## src/rtl/maint_pkg.sv

```systemverilog
package maint_pkg;

  typedef enum logic [1:0] {
    OP_INV   = 2'd0,
    OP_CLEAN = 2'd1,
    OP_FLUSH = 2'd2,
    OP_NONE  = 2'd3
  } maint_op_e;

  typedef enum logic [1:0] {
    K_CI_LINE     = 2'd0,
    K_CLEAN_RANGE = 2'd1,
    K_INV_RANGE   = 2'd2
  } cmd_kind_e;

endpackage

```

## src/rtl/maint_edge_align.sv

```systemverilog
module maint_edge_align
  import maint_pkg::*;
#(
  parameter int AW         = 32,
  parameter int LINE_BYTES = 32
) (
  input  logic [1:0]    op,
  input  logic [AW-1:0] start_addr,
  input  logic [AW-1:0] end_addr,
  output logic          head_need,
  output logic          tail_need,
  output logic [AW-1:0] head_line,
  output logic [AW-1:0] tail_line,
  output logic [AW-1:0] body_lo,
  output logic [AW-1:0] body_hi
);

  localparam logic [AW-1:0] LMASK = AW'(LINE_BYTES - 1);
  localparam logic [AW-1:0] LSTEP = AW'(LINE_BYTES);

  logic          s_unal, e_unal, is_inv;
  logic [AW-1:0] s_down, e_down, e_up, s_adv;

  always_comb begin
    is_inv = (maint_op_e'(op) == OP_INV);
    s_unal = (start_addr & LMASK) != '0;
    e_unal = (end_addr & LMASK) != '0;
    s_down = start_addr & ~LMASK;
    e_down = end_addr & ~LMASK;
    e_up   = e_unal ? (e_down + LSTEP) : e_down;
    s_adv  = s_unal ? (s_down + LSTEP) : start_addr;

    head_line = s_down;
    tail_line = e_down;

    if (is_inv) begin
      // edges of an invalidate become clean-and-invalidate single lines
      head_need = s_unal;
      tail_need = (s_adv < end_addr) && e_unal;
      body_lo   = s_adv;
      body_hi   = e_down;
    end else begin
      // clean and flush widen to whole lines
      head_need = 1'b0;
      tail_need = 1'b0;
      body_lo   = s_down;
      body_hi   = e_up;
    end
  end

endmodule

```

## src/rtl/maint_chunk_calc.sv

```systemverilog
module maint_chunk_calc #(
  parameter int AW         = 32,
  parameter int LINE_BYTES = 32,
  parameter int CAP_BYTES  = 1024,
  parameter int PAGE_BYTES = 4096
) (
  input  logic [AW-1:0] cur,
  input  logic [AW-1:0] lim,
  output logic [AW-1:0] chunk_end,
  output logic [AW-1:0] chunk_last
);

  localparam logic [AW-1:0] PMASK = AW'(PAGE_BYTES - 1);
  localparam logic [AW-1:0] CAP   = AW'(CAP_BYTES);
  localparam logic [AW-1:0] LSTEP = AW'(LINE_BYTES);

  logic [AW-1:0] cap_pt, page_pt, pick;

  always_comb begin
    cap_pt  = cur + CAP;
    page_pt = (cur | PMASK) + 1'b1;
    pick    = lim;
    if (cap_pt < pick)  pick = cap_pt;
    if (page_pt < pick) pick = page_pt;
    chunk_end  = pick;
    chunk_last = pick - LSTEP;
  end

endmodule

```

## src/rtl/maint_seq_ctrl.sv

```systemverilog
module maint_seq_ctrl
  import maint_pkg::*;
#(
  parameter int AW         = 32,
  parameter int LINE_BYTES = 32,
  parameter int CAP_BYTES  = 1024,
  parameter int PAGE_BYTES = 4096
) (
  input  logic          clk,
  input  logic          rst_n,
  input  logic          req_valid,
  output logic          req_ready,
  input  logic [1:0]    req_op,
  input  logic          wt_mode,
  input  logic          head_need,
  input  logic          tail_need,
  input  logic [AW-1:0] head_line,
  input  logic [AW-1:0] tail_line,
  input  logic [AW-1:0] body_lo,
  input  logic [AW-1:0] body_hi,
  input  logic [AW-1:0] chunk_end,
  input  logic [AW-1:0] chunk_last,
  output logic [AW-1:0] cur,
  output logic [AW-1:0] lim,
  output logic          cmd_valid,
  input  logic          cmd_ready,
  output logic [1:0]    cmd_kind,
  output logic [AW-1:0] cmd_lo,
  output logic [AW-1:0] cmd_hi,
  output logic          done
);

  localparam int LINE_BITS = $clog2(LINE_BYTES);
  localparam int PAGE_BITS = $clog2(PAGE_BYTES);

  // registers
  logic          busy_q, busy_d;
  maint_op_e     op_q, op_d;
  logic          wt_q, wt_d;
  logic          head_q, head_d;
  logic          tail_q, tail_d;
  logic          half_q, half_d;
  logic [AW-1:0] hline_q, hline_d;
  logic [AW-1:0] tline_q, tline_d;
  logic [AW-1:0] cur_q, cur_d;
  logic [AW-1:0] lim_q, lim_d;

  logic          body_left, work_left, accept, fire, skip_body;
  cmd_kind_e     kind;
  logic [AW-1:0] lo, hi;

  assign cur = cur_q;
  assign lim = lim_q;

  // command selection
  always_comb begin
    body_left = (cur_q < lim_q);
    work_left = head_q | tail_q | body_left;
    if (head_q) begin
      kind = K_CI_LINE;
      lo   = hline_q;
      hi   = hline_q;
    end else if (tail_q) begin
      kind = K_CI_LINE;
      lo   = tline_q;
      hi   = tline_q;
    end else begin
      if ((op_q == OP_CLEAN) || ((op_q == OP_FLUSH) && !wt_q && !half_q))
        kind = K_CLEAN_RANGE;
      else
        kind = K_INV_RANGE;
      lo = cur_q;
      hi = chunk_last;
    end
  end

  assign req_ready = ~busy_q;
  assign cmd_valid = busy_q & work_left;
  assign done      = busy_q & ~work_left;
  assign cmd_kind  = kind;
  assign cmd_lo    = lo;
  assign cmd_hi    = hi;
  assign accept    = req_valid & ~busy_q;
  assign fire      = cmd_valid & cmd_ready;

  // next state
  always_comb begin
    busy_d  = busy_q;
    op_d    = op_q;
    wt_d    = wt_q;
    head_d  = head_q;
    tail_d  = tail_q;
    half_d  = half_q;
    hline_d = hline_q;
    tline_d = tline_q;
    cur_d   = cur_q;
    lim_d   = lim_q;
    skip_body = (maint_op_e'(req_op) == OP_NONE) ||
                ((maint_op_e'(req_op) == OP_CLEAN) && wt_mode);

    if (accept) begin
      busy_d  = 1'b1;
      op_d    = maint_op_e'(req_op);
      wt_d    = wt_mode;
      head_d  = head_need & ~skip_body;
      tail_d  = tail_need & ~skip_body;
      half_d  = 1'b0;
      hline_d = head_line;
      tline_d = tail_line;
      cur_d   = body_lo;
      lim_d   = skip_body ? body_lo : body_hi;
    end else if (busy_q) begin
      if (done) begin
        busy_d = 1'b0;
      end else if (fire) begin
        if (head_q) begin
          head_d = 1'b0;
        end else if (tail_q) begin
          tail_d = 1'b0;
        end else if ((kind == K_CLEAN_RANGE) && (op_q == OP_FLUSH)) begin
          half_d = 1'b1;
        end else begin
          half_d = 1'b0;
          cur_d  = chunk_end;
        end
      end
    end
  end

  // register update
  always_ff @(posedge clk or negedge rst_n) begin
    if (!rst_n) begin
      busy_q  <= 1'b0;
      op_q    <= OP_NONE;
      wt_q    <= 1'b0;
      head_q  <= 1'b0;
      tail_q  <= 1'b0;
      half_q  <= 1'b0;
      hline_q <= '0;
      tline_q <= '0;
      cur_q   <= '0;
      lim_q   <= '0;
    end else begin
      busy_q  <= busy_d;
      op_q    <= op_d;
      wt_q    <= wt_d;
      head_q  <= head_d;
      tail_q  <= tail_d;
      half_q  <= half_d;
      hline_q <= hline_d;
      tline_q <= tline_d;
      cur_q   <= cur_d;
      lim_q   <= lim_d;
    end
  end

  // stalled command holds
  a_r9_hold_stable: assert property (@(posedge clk) disable iff (!rst_n)
    (cmd_valid && !cmd_ready) |=> (cmd_valid && $stable(cmd_kind) &&
                                   $stable(cmd_lo) && $stable(cmd_hi)));

  // a range never crosses a page
  a_r2_same_page: assert property (@(posedge clk) disable iff (!rst_n)
    cmd_valid |-> (cmd_lo[AW-1:PAGE_BITS] == cmd_hi[AW-1:PAGE_BITS]));

  // a range never exceeds the cap
  a_r2_cap_bound: assert property (@(posedge clk) disable iff (!rst_n)
    cmd_valid |-> ((cmd_hi >= cmd_lo) && ((cmd_hi - cmd_lo) < AW'(CAP_BYTES))));

  // line-aligned addresses
  a_r1_line_aligned: assert property (@(posedge clk) disable iff (!rst_n)
    cmd_valid |-> ((cmd_lo[LINE_BITS-1:0] == '0) && (cmd_hi[LINE_BITS-1:0] == '0)));

  // no second acceptance right after one
  a_r10_busy_blocks: assert property (@(posedge clk) disable iff (!rst_n)
    (req_valid && req_ready) |=> !req_ready);

  // write-through drops clean ranges
  a_r7_no_clean_wt: assert property (@(posedge clk) disable iff (!rst_n)
    (cmd_valid && wt_q) |-> (cmd_kind != 2'd1));

  // completion is a single-cycle pulse
  a_r8_done_single: assert property (@(posedge clk) disable iff (!rst_n)
    done |=> !done);

  // flush clean range is followed by the matching invalidate range
  a_r6_flush_pair: assert property (@(posedge clk) disable iff (!rst_n)
    (fire && (cmd_kind == 2'd1) && (op_q == OP_FLUSH)) |=>
      (cmd_valid && (cmd_kind == 2'd2) && (cmd_lo == $past(cmd_lo)) &&
       (cmd_hi == $past(cmd_hi))));

endmodule

```

## src/rtl/maint_splitter.sv

```systemverilog
module maint_splitter
  import maint_pkg::*;
#(
  parameter int AW         = 32,
  parameter int LINE_BYTES = 32,
  parameter int CAP_BYTES  = 1024,
  parameter int PAGE_BYTES = 4096
) (
  input  logic          clk,
  input  logic          rst_n,
  input  logic          req_valid,
  output logic          req_ready,
  input  logic [1:0]    req_op,
  input  logic [AW-1:0] req_start,
  input  logic [AW-1:0] req_end,
  input  logic          wt_mode,
  output logic          cmd_valid,
  input  logic          cmd_ready,
  output logic [1:0]    cmd_kind,
  output logic [AW-1:0] cmd_lo,
  output logic [AW-1:0] cmd_hi,
  output logic          done
);

  logic          head_need, tail_need;
  logic [AW-1:0] head_line, tail_line, body_lo, body_hi;
  logic [AW-1:0] cur, lim, chunk_end, chunk_last;

  maint_edge_align #(.AW(AW), .LINE_BYTES(LINE_BYTES)) u_align (
    .op         (req_op),
    .start_addr (req_start),
    .end_addr   (req_end),
    .head_need  (head_need),
    .tail_need  (tail_need),
    .head_line  (head_line),
    .tail_line  (tail_line),
    .body_lo    (body_lo),
    .body_hi    (body_hi)
  );

  maint_chunk_calc #(.AW(AW), .LINE_BYTES(LINE_BYTES), .CAP_BYTES(CAP_BYTES),
                     .PAGE_BYTES(PAGE_BYTES)) u_chunk (
    .cur        (cur),
    .lim        (lim),
    .chunk_end  (chunk_end),
    .chunk_last (chunk_last)
  );

  maint_seq_ctrl #(.AW(AW), .LINE_BYTES(LINE_BYTES), .CAP_BYTES(CAP_BYTES),
                   .PAGE_BYTES(PAGE_BYTES)) u_ctrl (
    .clk        (clk),
    .rst_n      (rst_n),
    .req_valid  (req_valid),
    .req_ready  (req_ready),
    .req_op     (req_op),
    .wt_mode    (wt_mode),
    .head_need  (head_need),
    .tail_need  (tail_need),
    .head_line  (head_line),
    .tail_line  (tail_line),
    .body_lo    (body_lo),
    .body_hi    (body_hi),
    .chunk_end  (chunk_end),
    .chunk_last (chunk_last),
    .cur        (cur),
    .lim        (lim),
    .cmd_valid  (cmd_valid),
    .cmd_ready  (cmd_ready),
    .cmd_kind   (cmd_kind),
    .cmd_lo     (cmd_lo),
    .cmd_hi     (cmd_hi),
    .done       (done)
  );

endmodule

```

## config.mk

```make
export PLATFORM = sky130hd
export DESIGN_NAME = maint_splitter
export DESIGN_NICKNAME = d
export VERILOG_FILES = /design/src/rtl/maint_pkg.sv /design/src/rtl/maint_edge_align.sv /design/src/rtl/maint_chunk_calc.sv /design/src/rtl/maint_seq_ctrl.sv /design/src/rtl/maint_splitter.sv
export SDC_FILE = /design/constraint.sdc
export NUM_CORES = 1
export LEC_CHECK = 0
export ABC_AREA = 1
export BUFFER_PORTS_ARGS = -buffer_cell sky130_fd_sc_hd__buf_2
export CAP_MARGIN = 20
export CORE_ASPECT_RATIO = 0.6
export CORE_MARGIN = 2
export CORE_UTILIZATION = 61
export CTS_CLUSTER_SIZE = 14
export DETAILED_ROUTE_END_ITERATION = 8
export PLACE_DENSITY = 0.87
export RECOVER_POWER = 25
export SYNTH_ARGS = -nofsm -noshare
export SYNTH_HDL_FRONTEND = slang
export SYNTH_SLANG_ARGS = --single-unit
```

## constraint.sdc

```tcl
create_clock -name clk -period 8.5 [get_ports clk]
set_input_delay 0.85 -clock clk [delete_from_list [all_inputs] [get_ports clk]]
set_output_delay 0.85 -clock clk [all_outputs]
set_load 0.02 [all_outputs]
```

==> results of run 1 <==
[cell type report]
| cell class | instances | share of cell area, % |
|---|---|---|
| Clock buffer | 21 | 3.480 |
| Inverter | 234 | 6.525 |
| Sequential cell | 125 | 23.17 |
| Tap cell | 266 | 2.462 |
| Clock inverter | 10 | 1.203 |
| Timing Repair inverter | 2 | 0.1111 |
| Timing Repair Buffer | 162 | 6.507 |
| Multi-Input combinational cell | 1347 | 56.53 |
| Antenna cell | 1 | 0.01851 |
[synthesized netlist by cell type, types with 2 or more instances]
cell type,count
a211oi_1,9
a21o_1,3
a21oi_1,64
a22oi_1,27
a31oi_1,2
and3_1,3
buf_1,2
buf_2,6
buf_4,5
buf_6,3
clkbuf_1,51
clkinv_1,5
dfrtp_1,123
dfstp_2,2
ha_1,108
inv_1,220
inv_2,9
nand2_1,421
nand2_2,16
nand2_4,3
nand3_1,93
nand3_2,4
nand3b_1,7
nand4_1,21
nor2_1,129
nor2_2,8
nor2_4,4
nor3_1,37
nor3_2,3
nor4_1,11
o211ai_1,15
o21a_1,2
o21ai_0,217
o21ai_1,11
o21ai_2,3
o21bai_1,3
o221ai_1,4
o22ai_1,23
o31ai_1,5
xor2_1,76
[kinds of logic (layout without fill, tap and decap cells)]
logic type      after synthesis  count (layout)  synth area share (%)
compound gates              394             394                 18.66
xor+xnor                     77              77                 5.659
fa+ha+maj                   108             108                 11.34
flops                       125             125                 26.27
buf+inv                     302             429                 10.06
other cells                   1               5               0.03147
simple gates                764             764                 27.98
[metrics by stage]
stage                     hold slack (ps)  setup TNS [ps]
final                               485.3               0
after global routing                507.1          -13.06
after CTS                           487.1               0
after detailed placement            473.7               0
after global placement              466.2               0
after floorplan                     449.8               0
[metal layers]
layer | GRT usage (%) | up-vias | share of wire (%)
met3 | 10.61 | 144 | 12
met5 | 0 | - | 0
met2 | 62.53 | 879 | 42
met1 | 56.95 | 6090 | 41
li1 | - | 6114 | -
met4 | 17.44 | 0 | 4.2
[worst paths after layout]
check,end,depth (start not counted),from
min in group asynchronous,u_ctrl.cur[28]$_DFFE_PN0P_,1,rst_n
hold reg to reg,u_ctrl.tline_q[31]$_DFFE_PN0P_,2,u_ctrl.tline_q[31]$_DFFE_PN0P_
max in group asynchronous,u_ctrl.cur[12]$_DFFE_PN0P_,1,rst_n
hold / removal,u_ctrl.tline_q[31]$_DFFE_PN0P_,2,u_ctrl.tline_q[31]$_DFFE_PN0P_
setup / recovery,cmd_hi[29],41,u_ctrl.cur[12]$_DFFE_PN0P_
setup reg to reg,u_ctrl.cur[30]$_DFFE_PN0P_,35,u_ctrl.cur[12]$_DFFE_PN0P_
[power by group through the flow]
| stage | registers, mW | logic (mW) | clock network [mW] |
|---|---|---|---|
| CTS | 0.703 | 2.72 | 0.807 |
| detailed placement | 0.712 | 2.69 | 0 |
| global placement | 0.714 | 2.69 | 0 |
| floorplan | 0.692 | 1.91 | 0 |
| global route | 0.713 | 3.08 | 0.835 |
| finish | 0.709 | 2.83 | 0.813 |
[worst reg2reg max path: cells and delay by family (launching register included)]
kind,cells,cell delay (ps)
and+or+nand+nor,20,3100
buffers and inverters,7,1040
adders and majority gates,3,920
AOI/OAI and AO/OA,4,610
DFF,1,470
xor gates and xnor gates,1,140
[state kept, by name, summed over array words and instances, names as in the netlist]
register and flops:
u_ctrl.cur 32, u_ctrl.op_q 2, u_ctrl.half_q 1, u_ctrl.hline_q 27, u_ctrl.busy_q 1, u_ctrl.lim 32, u_ctrl.tail_q 1, u_ctrl.tline_q 27
u_ctrl.head_q 1, u_ctrl.wt_q 1
[what timing repair did]
item	in CTS	in global routing
buffers inserted	0	4
cloned	0	2
pin swaps	0	0
gates resized for setup	2	10
setup endpoints to repair	7	24
==> impl_metrics.ini, run 1 <==
[outcome]
status = finished with violations
failed_checks = max-capacitance violations, max-slew violations

[place]
dp_cells = 2130
globalplace.congestion = 1.018
dp_slack_ps = 425.0
dpl_cell_area_um2 = 12810
port_buffers = 139
dp_hpwl_mm = 32.09

[yosys]
yosysSeqAreaShare_pct = 26.27
synth_edf_count = 0
synth_flop_cell = dfrtp_1
synth_area_per_cell_um2 = 6.729
ys_types = 53
synth_area_leaders = dfrtp_1 26%, nand2_1 13%, ha_1 11%
synth.cell_area_um2 = 11920
synth_top_area_share_pct = 25.83
ys_seq_elements = 125
yosys_warnings = 0
post-synth-top-area-cell = dfrtp_1
syn_inst = 1771
synthArstFlopShare_pct = 100.0

[cells_and_area]
final_cell_mix = 420 x nand2_1, 219 x inv_1, 215 x o21ai_0, 138 x buf_2, 125 x nor2_1
area.sequential_um2 = 3132
utilization_pct = 70.85
stdcell_area_um2 = 13520
area_growth_pct = 13.44
layout_commonest_cell = nand2_1
fillers = 1633
multi_input_area_um2 = 7641
final_cells = 2168
nets = 2068
drive_gt1_share_pct = 13.78

[pwr]
power.switching_mw = 2.343
sequentialPowerShare_pct = 16.3
power.total_mw = 4.355
irDropWorstVdd_mv = 0.2987
clock_power_share_pct = 18.7
combPwrFrac_pct = 65.0
power.leakage_nw = 7.209
p_sw_share_pct = 53.80
p_int_mw = 2.012
cellPowerDensity_nw_per_um2 = 322.2

[critical_path]
worst_setup_path_end_kind = output pin
start_kind = register
worstSetupPathType = register to output pin
cp_slowest_cell = dfrtp_2
rrSetupSlack_ps = 2060
critical_path_peak_fanout = 25
cp.required_ps = 7650
cpMostUsedCell = nand2_1
crit_buf_inv = 6
crit_arrival_ps = 7410
cp_top_family = simple AND/OR/NAND/NOR gates
slowest_delay_ps = 470

[route]
vias = 13227
drcViolationCount = 0
first_iter_violations = 1600
wl_per_cell_um = 19.90
firstDrtPassIters = 6
ant_nets = 0
wirelength_mm = 43.15
vias_per_cell = 6.101

[timing]
setup_viol = 0
hold_violations = 0
setup_ws_ps = 242.7
slew_viol_final = 122
slew_headroom_pct = -170.7
timing.fmax_ghz = 0.1211
fin_skew_ps = 12.02
finalCritPeriodShare_pct = 97.15
max_slew.worst_pin.slew_ps = 4061
finalCriticalPeriod_ps = 8257

[clocking]
clock_path_buffers = 2
ctsHoldBuffers = 0
cts_buffers = 17
cts_tree = done
cts.sinks = 125
ctsHtreeMaxLevel = 4
clock_latency_ps = 450
clk_pin_slew_ps = 60
cts_root_buffer = clkbuf_16

[die]
core_um2 = 19080
rows = 39
die_h_um = 112.3
initial_core_util_pct = 62.46
die_w_um = 184.4
io_pins = 140
dieArea_um2 = 20710

[grt]
grt_pass1_wl_mm = 66.01
gr-total-overflow = 0
grt_usage_pct = 41.55
grt_antenna_before_repair = 0
grt_max_degree = 99
grt_pass1_vias = 12201

[min_path]
hold_class = register to register

[run]
drv_cap = 2
No activity file was read; power rests on OpenSTA's default activity.
==> run 2, diff against run 1 <==
Settings changed: CORE_UTILIZATION 61 to 45, PLACE_DENSITY 0.87 to 0.68.
Clock period 8.5 ns to 8.46 ns, I/O delays scaled along.
==> run 2 against run 1 <==
Effect of this change: the run still ends with max-capacitance violations, max-slew violations left; final cell count up 5.4%; largest cell class unchanged; sequential share of layout area down 0.49 points; hold slack better by 1.9 ps; critical path type unchanged.
==> impl_metrics.ini, run 2 (synthesis results as in run 1) <==
[outcome]
status = finished with violations
failed_checks = max-capacitance violations, max-slew violations

[clocking]
clock_path_buffers = 2
post_cts_buffers = 0
cts_tree = done
cts_buffers = 17
cts_root_buffer = clkbuf_16
ctsResizeCount = 0
clock_latency_ps = 450
clk_pin_slew_ps = 60
cts.sinks = 125
ctsHtreeMaxLevel = 4
ctsHoldBuffers = 0

[grt]
grt_antenna_before_repair = 3
gr-total-overflow = 0
grt_pass1_wl_mm = 70.03
grt_pass1_vias = 12114
grt_max_degree = 84
grt_usage_pct = 32.94

[route]
vias = 12972
first_iter_violations = 1497
wl_met2_mm = 19.22
firstDrtPassIters = 6
top_layer = met5
vias_per_cell = 5.680
met3_length_mm = 4.368
wl_met1_mm = 20.90
wl_per_cell_um = 20.04
ant_nets = 0
wirelength_mm = 45.77
drcViolationCount = 0

[die]
die_h_um = 130.1
io_pins = 140
die_w_um = 214.1
dieArea_um2 = 27840
initial_core_util_pct = 45.40
core_um2 = 26250
rows = 46

[cells_and_area]
utilization_pct = 52.59
multi_input_area_um2 = 7636
area_growth_pct = 15.83
layout_commonest_cell = nand2_1
final_cell_mix = 421 x nand2_1, 219 x inv_1, 214 x o21ai_0, 138 x buf_2
area.sequential_um2 = 3131
final_cells = 2284
fillers = 2678
drive_gt1_share_pct = 14.57
nets = 2088

[critical_path]
cp_slowest_cell = dfrtp_1
crit_buf_inv = 6
slowest_delay_ps = 450
rr_worst_depth = 35
cpMostUsedCell = nand2_1
start_kind = register
cp.required_ps = 7610
critical_path_peak_fanout = 15
worstReg2RegEnd = u_ctrl.cur[26]$_DFFE_PN0P_
worstSetupPathType = register to output pin
crit_arrival_ps = 7120
worst_setup_path_end_kind = output pin
reg2reg_from = u_ctrl.cur[12]$_DFFE_PN0P_
startpoint = u_ctrl.cur[12]$_DFFE_PN0P_
rrSetupSlack_ps = 2220
cp_top_family = simple AND/OR/NAND/NOR gates

[min_path]
hp-start = u_ctrl.hline_q[8]$_DFFE_PN0P_
hold_depth = 2
min_to = u_ctrl.hline_q[8]$_DFFE_PN0P_
hold_class = register to register

[pwr]
power.leakage_nw = 7.329
clock_power_share_pct = 18.5
power.switching_mw = 2.440
combPwrFrac_pct = 65.7
irDropWorstVdd_mv = 0.3012
cellPowerDensity_nw_per_um2 = 330.1
p_sw_share_pct = 53.55
power.total_mw = 4.557
sequentialPowerShare_pct = 15.8
p_int_mw = 2.117

[run]
drv_cap = 2

[timing]
slew_headroom_pct = -103.6
tns_ps = 0
finalCriticalPeriod_ps = 7962
finalCritPeriodShare_pct = 94.11
hold_violations = 0
slew_viol_final = 135
timing.fmax_ghz = 0.1256
max_slew.worst_pin.slew_ps = 3054
fin_skew_ps = 13.97
setup_viol = 0

[place]
dp_cells = 2247
port_buffers = 139
dp_hpwl_mm = 35.77
globalplace.congestion = 1.032
## run 2: changes by cell type in the layout (fill, tap and decap cells not counted), moves of 2 or more
cell / previous run / this run
nor2_2: 11 / 14
clkinvlp_4: 8 / 4
buf_4: 22 / 40
clkinv_2: 1 / 3
nor2_1: 125 / 123
clkbuf_1: 2 / 4
## run 2: worst max path at each step
stage | endpoint | slack (ps) | depth (start not counted)
2_1_floorplan | cmd_hi[13] | 1690 | 39
4_1_cts | cmd_hi[31] | 90 | 39
5_1_grt | cmd_hi[29] | -6 | 41
3_5_place_dp | cmd_hi[31] | 580 | 39
6_report | cmd_hi[31] | 500 | 39
3_3_place_gp | cmd_hi[28] | 760 | 39
## run 2: worst reg2reg max path: cells and delay by family (launching register included)
family                     cells  cell delay [ps]
buffers and inverters          6              860
DFF                            1              450
adders and majority gates      3              860
xor gates and xnor gates       1              180
AOI/OAI and AO/OA              4              520
and+or+nand+nor               21             3270
## run 2: power by group through the flow
stage / registers, mW / clock network (mW) / logic (mW)
final: 0.719 / 0.843 / 2.99
after global routing: 0.724 / 0.872 / 3.28
after CTS: 0.716 / 0.846 / 2.92
after detailed placement: 0.726 / 0 / 2.90
after global placement: 0.725 / 0 / 2.91
after floorplan: 0.696 / 0 / 1.92
## run 2: area by class of cell
cell class | count | area share, %
clock buffers | 21 | 3.336
repair buffers | 182 | 7.514
well taps | 360 | 3.263
clock inverters | 11 | 1.369
multi-input cells | 1347 | 55.32
repair inverters | 2 | 0.09065
inverters | 234 | 6.391
diodes | 2 | 0.03626
flip-flops and latches | 125 | 22.68
## run 2: stage by stage
step                area, um2  hold WS, ps  setup WS [ps]
floorplan               11930        449.8           1690
global placement        13090        466.4          755.8
detailed placement      13090        473.9          582.9
CTS                     13740        480.6          87.77
global route            13800        506.2         -5.575
finish                  13800        487.2          498.0
## run 2: per-layer routing
metal,vias to the layer above,global-route usage (%)
li1,6149,-
met1,6080,46.95
met2,653,50.21
met3,88,6.527
met4,2,10.91
met5,-,0
